### src/rtl/qshuf_pkg.sv
`timescale 1ns/1ps
package qshuf_pkg;

  typedef enum logic [1:0] {
    FMT_BYTE  = 2'd0,
    FMT_HALF  = 2'd1,
    FMT_WORD  = 2'd2,
    FMT_DWORD = 2'd3
  } qshuf_fmt_e;

  localparam int unsigned QUAD     = 4;
  localparam int unsigned SEL_W    = 2;
  localparam int unsigned IMM_W    = QUAD * SEL_W;
  localparam int unsigned NUM_FMT  = 3;
  localparam int unsigned BASE_EW  = 8;

  // element width in bits for a legal format code
  function automatic int unsigned fmt_elem_w(int unsigned f);
    return BASE_EW << f;
  endfunction

  // source element index feeding destination element dst
  function automatic int unsigned src_index(int unsigned dst, logic [IMM_W-1:0] imm);
    logic [SEL_W-1:0] sel;
    sel = imm[SEL_W*(dst % QUAD) +: SEL_W];
    return (dst - (dst % QUAD)) + 32'(sel);
  endfunction

endpackage

### src/rtl/qshuf_elem_perm.sv
`timescale 1ns/1ps
module qshuf_elem_perm
  import qshuf_pkg::*;
#(
  parameter int unsigned VEC_W  = 128,
  parameter int unsigned ELEM_W = 8
) (
  input  logic [VEC_W-1:0] src_vec,
  input  logic [IMM_W-1:0] imm,
  output logic [VEC_W-1:0] dst_vec
);

  localparam int unsigned NUM_EL = VEC_W / ELEM_W;
  localparam int unsigned IDX_W  = $clog2(NUM_EL);

  logic [ELEM_W-1:0] src_el [NUM_EL];
  logic [IDX_W-1:0]  pick   [NUM_EL];

  for (genvar e = 0; e < NUM_EL; e++) begin : g_el
    assign src_el[e] = src_vec[e*ELEM_W +: ELEM_W];
    // index = group base + lane selector
    assign pick[e] = IDX_W'(src_index(e, imm));
    assign dst_vec[e*ELEM_W +: ELEM_W] = src_el[pick[e]];
  end

endmodule

### src/rtl/qshuf_fmt_select.sv
`timescale 1ns/1ps
module qshuf_fmt_select
  import qshuf_pkg::*;
#(
  parameter int unsigned VEC_W = 128
) (
  input  logic [NUM_FMT-1:0][VEC_W-1:0] cand,
  input  qshuf_fmt_e                     fmt,
  output logic [VEC_W-1:0]               pick_vec,
  output logic                           illegal
);

  always_comb begin
    illegal  = 1'b0;
    pick_vec = '0;
    case (fmt)
      FMT_BYTE: pick_vec = cand[0];
      FMT_HALF: pick_vec = cand[1];
      FMT_WORD: pick_vec = cand[2];
      default:  illegal  = 1'b1;
    endcase
  end

endmodule

### src/rtl/quad_shuffle_unit.sv
`timescale 1ns/1ps
module quad_shuffle_unit
  import qshuf_pkg::*;
#(
  parameter int unsigned VEC_W = 128
) (
  input  logic             clk,
  input  logic             rst_n,
  input  logic             in_valid,
  input  logic [1:0]       in_fmt,
  input  logic [IMM_W-1:0] in_imm,
  input  logic [VEC_W-1:0] in_vec,
  output logic             out_valid,
  output logic             out_illegal,
  output logic [VEC_W-1:0] out_vec
);

  qshuf_fmt_e                    fmt_q;
  logic [NUM_FMT-1:0][VEC_W-1:0] cand;
  logic [VEC_W-1:0]              pick_vec;
  logic                          fmt_illegal;
  logic                          accept_legal;
  logic                          accept_illegal;

  assign fmt_q = qshuf_fmt_e'(in_fmt);

  // one gather network per legal element width
  for (genvar f = 0; f < NUM_FMT; f++) begin : g_fmt
    qshuf_elem_perm #(
      .VEC_W  (VEC_W),
      .ELEM_W (fmt_elem_w(f))
    ) u_perm (
      .src_vec (in_vec),
      .imm     (in_imm),
      .dst_vec (cand[f])
    );
  end

  qshuf_fmt_select #(.VEC_W(VEC_W)) u_sel (
    .cand     (cand),
    .fmt      (fmt_q),
    .pick_vec (pick_vec),
    .illegal  (fmt_illegal)
  );

  assign accept_legal   = in_valid & ~fmt_illegal;
  assign accept_illegal = in_valid &  fmt_illegal;

  always_ff @(posedge clk or negedge rst_n) begin
    if (!rst_n) begin
      out_valid   <= 1'b0;
      out_illegal <= 1'b0;
      out_vec     <= '0;
    end else begin
      out_valid   <= accept_legal;
      out_illegal <= accept_illegal;
      if (accept_legal) out_vec <= pick_vec;
    end
  end

  AST_LEGAL_RESULT: assert property (@(posedge clk) disable iff (!rst_n)
    (in_valid && in_fmt != 2'd3) |=> (out_valid && !out_illegal));
  AST_ILLEGAL_FLAG: assert property (@(posedge clk) disable iff (!rst_n)
    (in_valid && in_fmt == 2'd3) |=> (out_illegal && !out_valid));
  AST_ILLEGAL_HOLD: assert property (@(posedge clk) disable iff (!rst_n)
    (in_valid && in_fmt == 2'd3) |=> $stable(out_vec));
  AST_IDLE_QUIET: assert property (@(posedge clk) disable iff (!rst_n)
    !in_valid |=> (!out_valid && !out_illegal));
  AST_IDLE_HOLD: assert property (@(posedge clk) disable iff (!rst_n)
    !in_valid |=> $stable(out_vec));
  AST_FLAGS_EXCLUSIVE: assert property (@(posedge clk) disable iff (!rst_n)
    !(out_valid && out_illegal));
  AST_IDENTITY_IMM: assert property (@(posedge clk) disable iff (!rst_n)
    (in_valid && in_imm == 8'hE4 && in_fmt != 2'd3) |-> (pick_vec == in_vec));

endmodule

### config.mk
export PLATFORM = sky130hd
export DESIGN_NAME = quad_shuffle_unit
export DESIGN_NICKNAME = d
export VERILOG_FILES = /design/src/rtl/qshuf_pkg.sv /design/src/rtl/qshuf_elem_perm.sv /design/src/rtl/qshuf_fmt_select.sv /design/src/rtl/quad_shuffle_unit.sv
export SDC_FILE = /design/constraint.sdc
export NUM_CORES = 1
export LEC_CHECK = 0
export BUFFER_PORTS_ARGS = -buffer_cell sky130_fd_sc_hd__buf_2
export CAP_MARGIN = 15
export CORE_MARGIN = 2
export CORE_UTILIZATION = 50
export DETAILED_ROUTE_END_ITERATION = 10
export MAX_ROUTING_LAYER = met4
export PLACE_DENSITY = 0.73
export SYNTH_ARGS = -nofsm -noshare
export SYNTH_HDL_FRONTEND = slang
export SYNTH_SLANG_ARGS = --single-unit
### constraint.sdc
create_clock -name clk -period 1.2 [get_ports clk]
set_clock_uncertainty 0.1 [all_clocks]
set_input_delay 0.12 -clock clk [delete_from_list [all_inputs] [get_ports clk]]
set_output_delay 0.12 -clock clk [all_outputs]
set_load 0.05 [all_outputs]
; Word-level counts from Yosys, hierarchy flattened
; Cells that the tools add are included.
[totals]
register_bits = 130
inputBits = 141
output_inout_bits = 130
word_cells = 163
[classes]
add_sub_neg = 12
magnitude_cmp = 28
n_eq_ne = 2
n_mux = 86
bitwise_logic = 30
n_reduce_logical = 2
[ops]
columns = cell, count
row1 = binary-select mux 8 bit (select 4 bit), 16
row2 = binary-select mux 16 bit (select 3 bit), 8
row3 = one-hot mux 128 bit (3 select lines), 1
row4 = binary-select mux 32 bit (select 2 bit), 4
row5 = two-way mux 16 bit, 16
row6 = two-way mux 32 bit, 8
row7 = two-way mux 8 bit, 32
row8 = "greater-or-equal comparator 5 bit, second input constant", 16
row9 = NOT 4 -> 5 bit, 12
row10 = "adder 4 x 2 -> 4 bit, first input constant", 8
row11 = "greater-or-equal comparator 4 bit, second input constant", 8
row12 = NOT 2 -> 5 bit, 4
row13 = "adder 3 x 2 -> 4 bit, first input constant", 4
row14 = NOT 2 -> 4 bit, 4
row15 = NOT 3 -> 4 bit, 4
row16 = "greater-or-equal comparator 3 bit, second input constant", 4
row17 = NOT 2 -> 3 bit, 4
row18 = OR reduction 3 bit, 1
row19 = AND 1 bit, 2
row20 = "== test 2 x 1 -> 1 bit, second input constant", 1
row21 = "== test 2 bit, second input constant", 1
row22 = logical NOT 2 bit, 1
row23 = two-way mux 1 bit, 1

; Longest topological paths before layout
[logic_depth]
ltp_word = 6
ltp_mapped = 8
depth_no_buf = 5

; By module
; From an unflattened synthesis, not the netlist that was laid out.
[unflattened]
hier_cells = 1043
hier_area_um2 = 17927.2
[by_module_without_submodules]
columns = mod, n_inst, cells_each, area_each_um2, seq_area_each_um2
row1 = qshuf_elem_perm, 3, 156, 3258.1, 0.0
row2 = quad_shuffle_unit, 1, 274, 5340.1, 3253.1
row3 = qshuf_fmt_select, 1, 301, 2812.7, 0.0

; Worst setup path after synthesis
; OpenSTA, ideal clock, no wires.
[synth_timing]
path_kind = input-to-reg
startpoint = input port in_imm[4]
endpoint = register out_vec[16]
setup_ns = 0.135
arrival_time_ns = 1.343
t_required_ns = 0.965
path_slack_ns = -0.378
path_stages = 6
path_cell_list = buf_4 buf_6 buf_4 mux4_2 mux2i_1 o21ai_0
[synth_via]
elab_chain_cells = 5
[synth_lines]
columns = item, line_no
row1 = start: declaration, quad_shuffle_unit.sv:11  ; input logic [IMM_W-1:0] in_imm,
row2 = NOT 2 -> 5 bit (not written as such), qshuf_elem_perm.sv:23  ; assign dst_vec[e*ELEM_W +: ELEM_W] = src_el[pick[e]];
row3 = binary-select mux 8 bit (select 4 bit), qshuf_elem_perm.sv:23
row4 = two-way mux 8 bit (not written as such) (2 in a row), qshuf_elem_perm.sv:23
row5 = one-hot mux 128 bit (3 select lines), qshuf_fmt_select.sv:16  ; case (fmt)
row6 = end signal: assignment, quad_shuffle_unit.sv:57  ; if (accept_legal) out_vec <= pick_vec;
row7 = end: declaration, quad_shuffle_unit.sv:15  ; output logic [VEC_W-1:0] out_vec
; Every way passes these cells. The select of a mux whose other input is x is not followed.
; A chain may end at the register's enable or synchronous reset.

; Worst setup path after layout
[layout_timing]
startpoint = register out_vec[73]
endpoint = output port out_vec[73]
; No word-level cell between the ends.

==> reports/results.ini <==
[outcome]
status = finished, violations left
violations = negative setup slack

[route]
drc_errors = 0
wirelength_um = 80800
detailroute.via_count = 18049
viasPerCell = 7.31
drtIter0Drc = 2951
wire_per_inst_um = 32.7
drtPass1Iterations = 6
ant_nets = 0

[layout]
area_delta_synth_final_pct = 44.5
postLayoutCoreUtil_pct = 73.5
register_area_mm2 = 0.00328
num-fill-cells = 2234
final_cells = 2468
drive_gt1_share_pct = 63.0
multi_input_area_mm2 = 0.0125
nNetsFinal = 2142

[yosys]
synth_warnings = 0
synthCells = 1460
async_reset_ff_share_pct = 100
synth_top_family_by_area = multiplexers
synth_edf_count = 0
synth.avg_cell_area_um2 = 11.7
ys_seq_elements = 130
synth_cell_type_count = 43
synthSimpleGateAreaFrac_pct = 4.89
synthAdderAreaFrac_pct = 0
mappedNetlistArea_mm2 = 0.0171
synth-main-ff-cell = dfrtp_1
synth_xor_area_share_pct = 0
syn-num-nets = 1601
synth_mux_area_share_pct = 54.5
synth_compound_area_share_pct = 12.4
ys_seq_area_share_pct = 19.0

[floorplan]
coreArea_mm2 = 0.0336
start_util_pct = 50.8
fp-row-count = 67
die_h_um = 189
ios = 271
dieWidth_um = 189
dieArea_mm2 = 0.0357

[setup_path]
startpoint_type = register
end_kind = output pin
cp.arrival_ps = 1120
cpPeakStageDelay_ps = 480
cp_slowest_cell = dfrtp_2
critPathMaxFanout = 2
path_class = reg2out
worstPathRequired_ps = 980
critPathBufInv = 1
crit_path_cell_trace = buf_6
cp_top_family = flip-flops

[global_route]
grt_max_degree = 45
grtUsageTotal_pct = 45.0
grt_pass1_wl_um = 114000
grt_pass1_vias = 17226
antenna_found_initial = 10
overflow = 0

[timing]
fin_crit_ps = 1340
layout_worst_path_cycle_share_pct = 112
setup_slack_ps = -144
setup_viol = 128
max_freq_mhz = 744
finalHoldViolations = 0
slew_headroom_pct = 61.2
report.final.slew_viol_count = 0
rsz0062_at_grt = true
max_slew.worst_pin.slew_ps = 580

[placement]
port-buffer-count = 270
dp_slack_ps = -629
dp_hpwl_um = 55800
dp_cells = 2333
gp_routability_congestion = 1.04

[cts]
cts_made_buffers = 17
cts-root-buf = clkbuf_16
clk_latency_ps = 450
h-tree-depth = 4
clock_sinks = 130
clk_pin_slew_worst_paths_ps = 70
cts_tree = done
clockBufferDepth = 2

[flow_run]
maxCapViolations = 0

[min_path]
hold_path_class = in2async

[power]
power_w = 0.0252
p_per_area_mw_per_mm2 = 1020
ir_worst_vdd_uv = 1160
p_leak_nw = 10.4

## area by class of cell
class | count | share of cell area, %
inverter | 14 | 0.218
multi-input combinational | 1032 | 50.6
timing repair buffer | 806 | 31.2
antenna | 8 | 0.0810
tap | 448 | 2.27
sequential | 130 | 13.3
clock inverter | 6 | 0.527
clock buffer | 24 | 1.87
## where the power goes
group	internal, W	leakage [nW]	total (W)	switching (W)
sequential	0.00512	1.53	0.00592	0.000799
clock	0.00351	0.288	0.00578	0.00228
combinational	0.00621	8.57	0.0135	0.00727
## flip-flops by register name, indices dropped and copies added, names as in the netlist
| register | flops |
|---|---|
| out_vec | 128 |
| out_valid | 1 |
| out_illegal | 1 |
## final timing paths
| path | startpoint | end | slack (ps) | depth (start not counted) |
|---|---|---|---|---|
| min in group clk | in_imm[7] | out_vec[121] | 20 | 3 |
| setup / recovery | out_vec[73] | out_vec[73] | -140 | 1 |
| hold / removal | rst_n | out_vec[107] | 9 | 2 |
| setup reg to reg | out_vec[11] | out_vec[11] | 60 | 4 |
| max in group asynchronous | rst_n | out_vec[41] | 490 | 3 |
| hold reg to reg | out_vec[4] | out_vec[4] | 430 | 2 |
## synthesized netlist by cell type (all sizes together), types with 2 or more instances
library cell / count / area (um2)
dfrtp: 130 / 3250
clkbuf: 162 / 608
nand2: 19 / 73.8
buf: 122 / 916
mux4: 346 / 7820
nand2b: 3 / 18.8
nor4: 2 / 12.5
o21ai: 88 / 440
nand3: 7 / 35.0
inv: 14 / 52.6
nor2b: 7 / 43.8
and2: 9 / 56.3
a311oi: 7 / 61.3
nor2: 102 / 383
a221o: 2 / 20.0
o211ai: 5 / 37.5
a31oi: 6 / 37.5
a221oi: 6 / 52.6
a2111oi: 2 / 23.8
o31ai: 11 / 82.6
a211oi: 4 / 30.0
nor3: 40 / 200
a21oi: 139 / 696
a21boi: 66 / 495
mux2: 43 / 488
a22oi: 6 / 45.0
mux2i: 100 / 1000
o32ai: 8 / 70.1
## cell families (layout without fill, tap and decap cells)
logic type,count (synthesis),after routing
buffers and inverters,298,850
other,0,8
flip-flops,130,130
multiplexers,489,489
AO/OA/AOI/OAI,352,352
AND/OR/NAND/NOR,191,191
## through the flow
stage / area [um2] / hold WS, ps / setup TNS, ps
detailed placement: 21900 / -89.6 / -68080
floorplan: 17700 / -276 / -27750
finish: 24700 / 8.96 / -6280
global route: 24700 / 22.6 / -7850
CTS: 23800 / 0.698 / -6820
global placement: 21900 / -86.1 / -66060
## timing repair
action                                  in CTS  in global routing
endpoints found under the setup margin     246                234
gates cloned                                 4                 13
setup buffers                               27                 51
hold buffers                                 2                  0
resized for setup                          314                 50
pin swaps                                    0                  3
endpoints found under the hold margin      131                  0
## cells in the final DEF, fill, tap and decap left out, types with 18 or more instances in the layout
| cell type | instances |
|---|---|
| buf_12 | 75 |
| a21oi_1 | 132 |
| buf_2 | 128 |
| mux2_4 | 28 |
| dfrtp_1 | 112 |
| buf_6 | 145 |
| clkbuf_16 | 30 |
| mux2i_1 | 94 |
| buf_4 | 427 |
| a21boi_0 | 65 |
| nor2_1 | 95 |
| o21ai_0 | 22 |
| dfrtp_2 | 18 |
| mux4_2 | 340 |
| o21ai_1 | 66 |
| nor3_1 | 40 |
## per-layer routing
metal  vias to the layer above  part of all wire, %  global-route usage, %
met2                      1856                   41                   59.8
met3                       319                   16                   13.4
met5                         -                    0                      -
li1                       6928                    -                      -
met4                         0                  5.0                   17.5
met1                      8946                   37                   64.8
No activity file was read; power rests on OpenSTA's default activity.
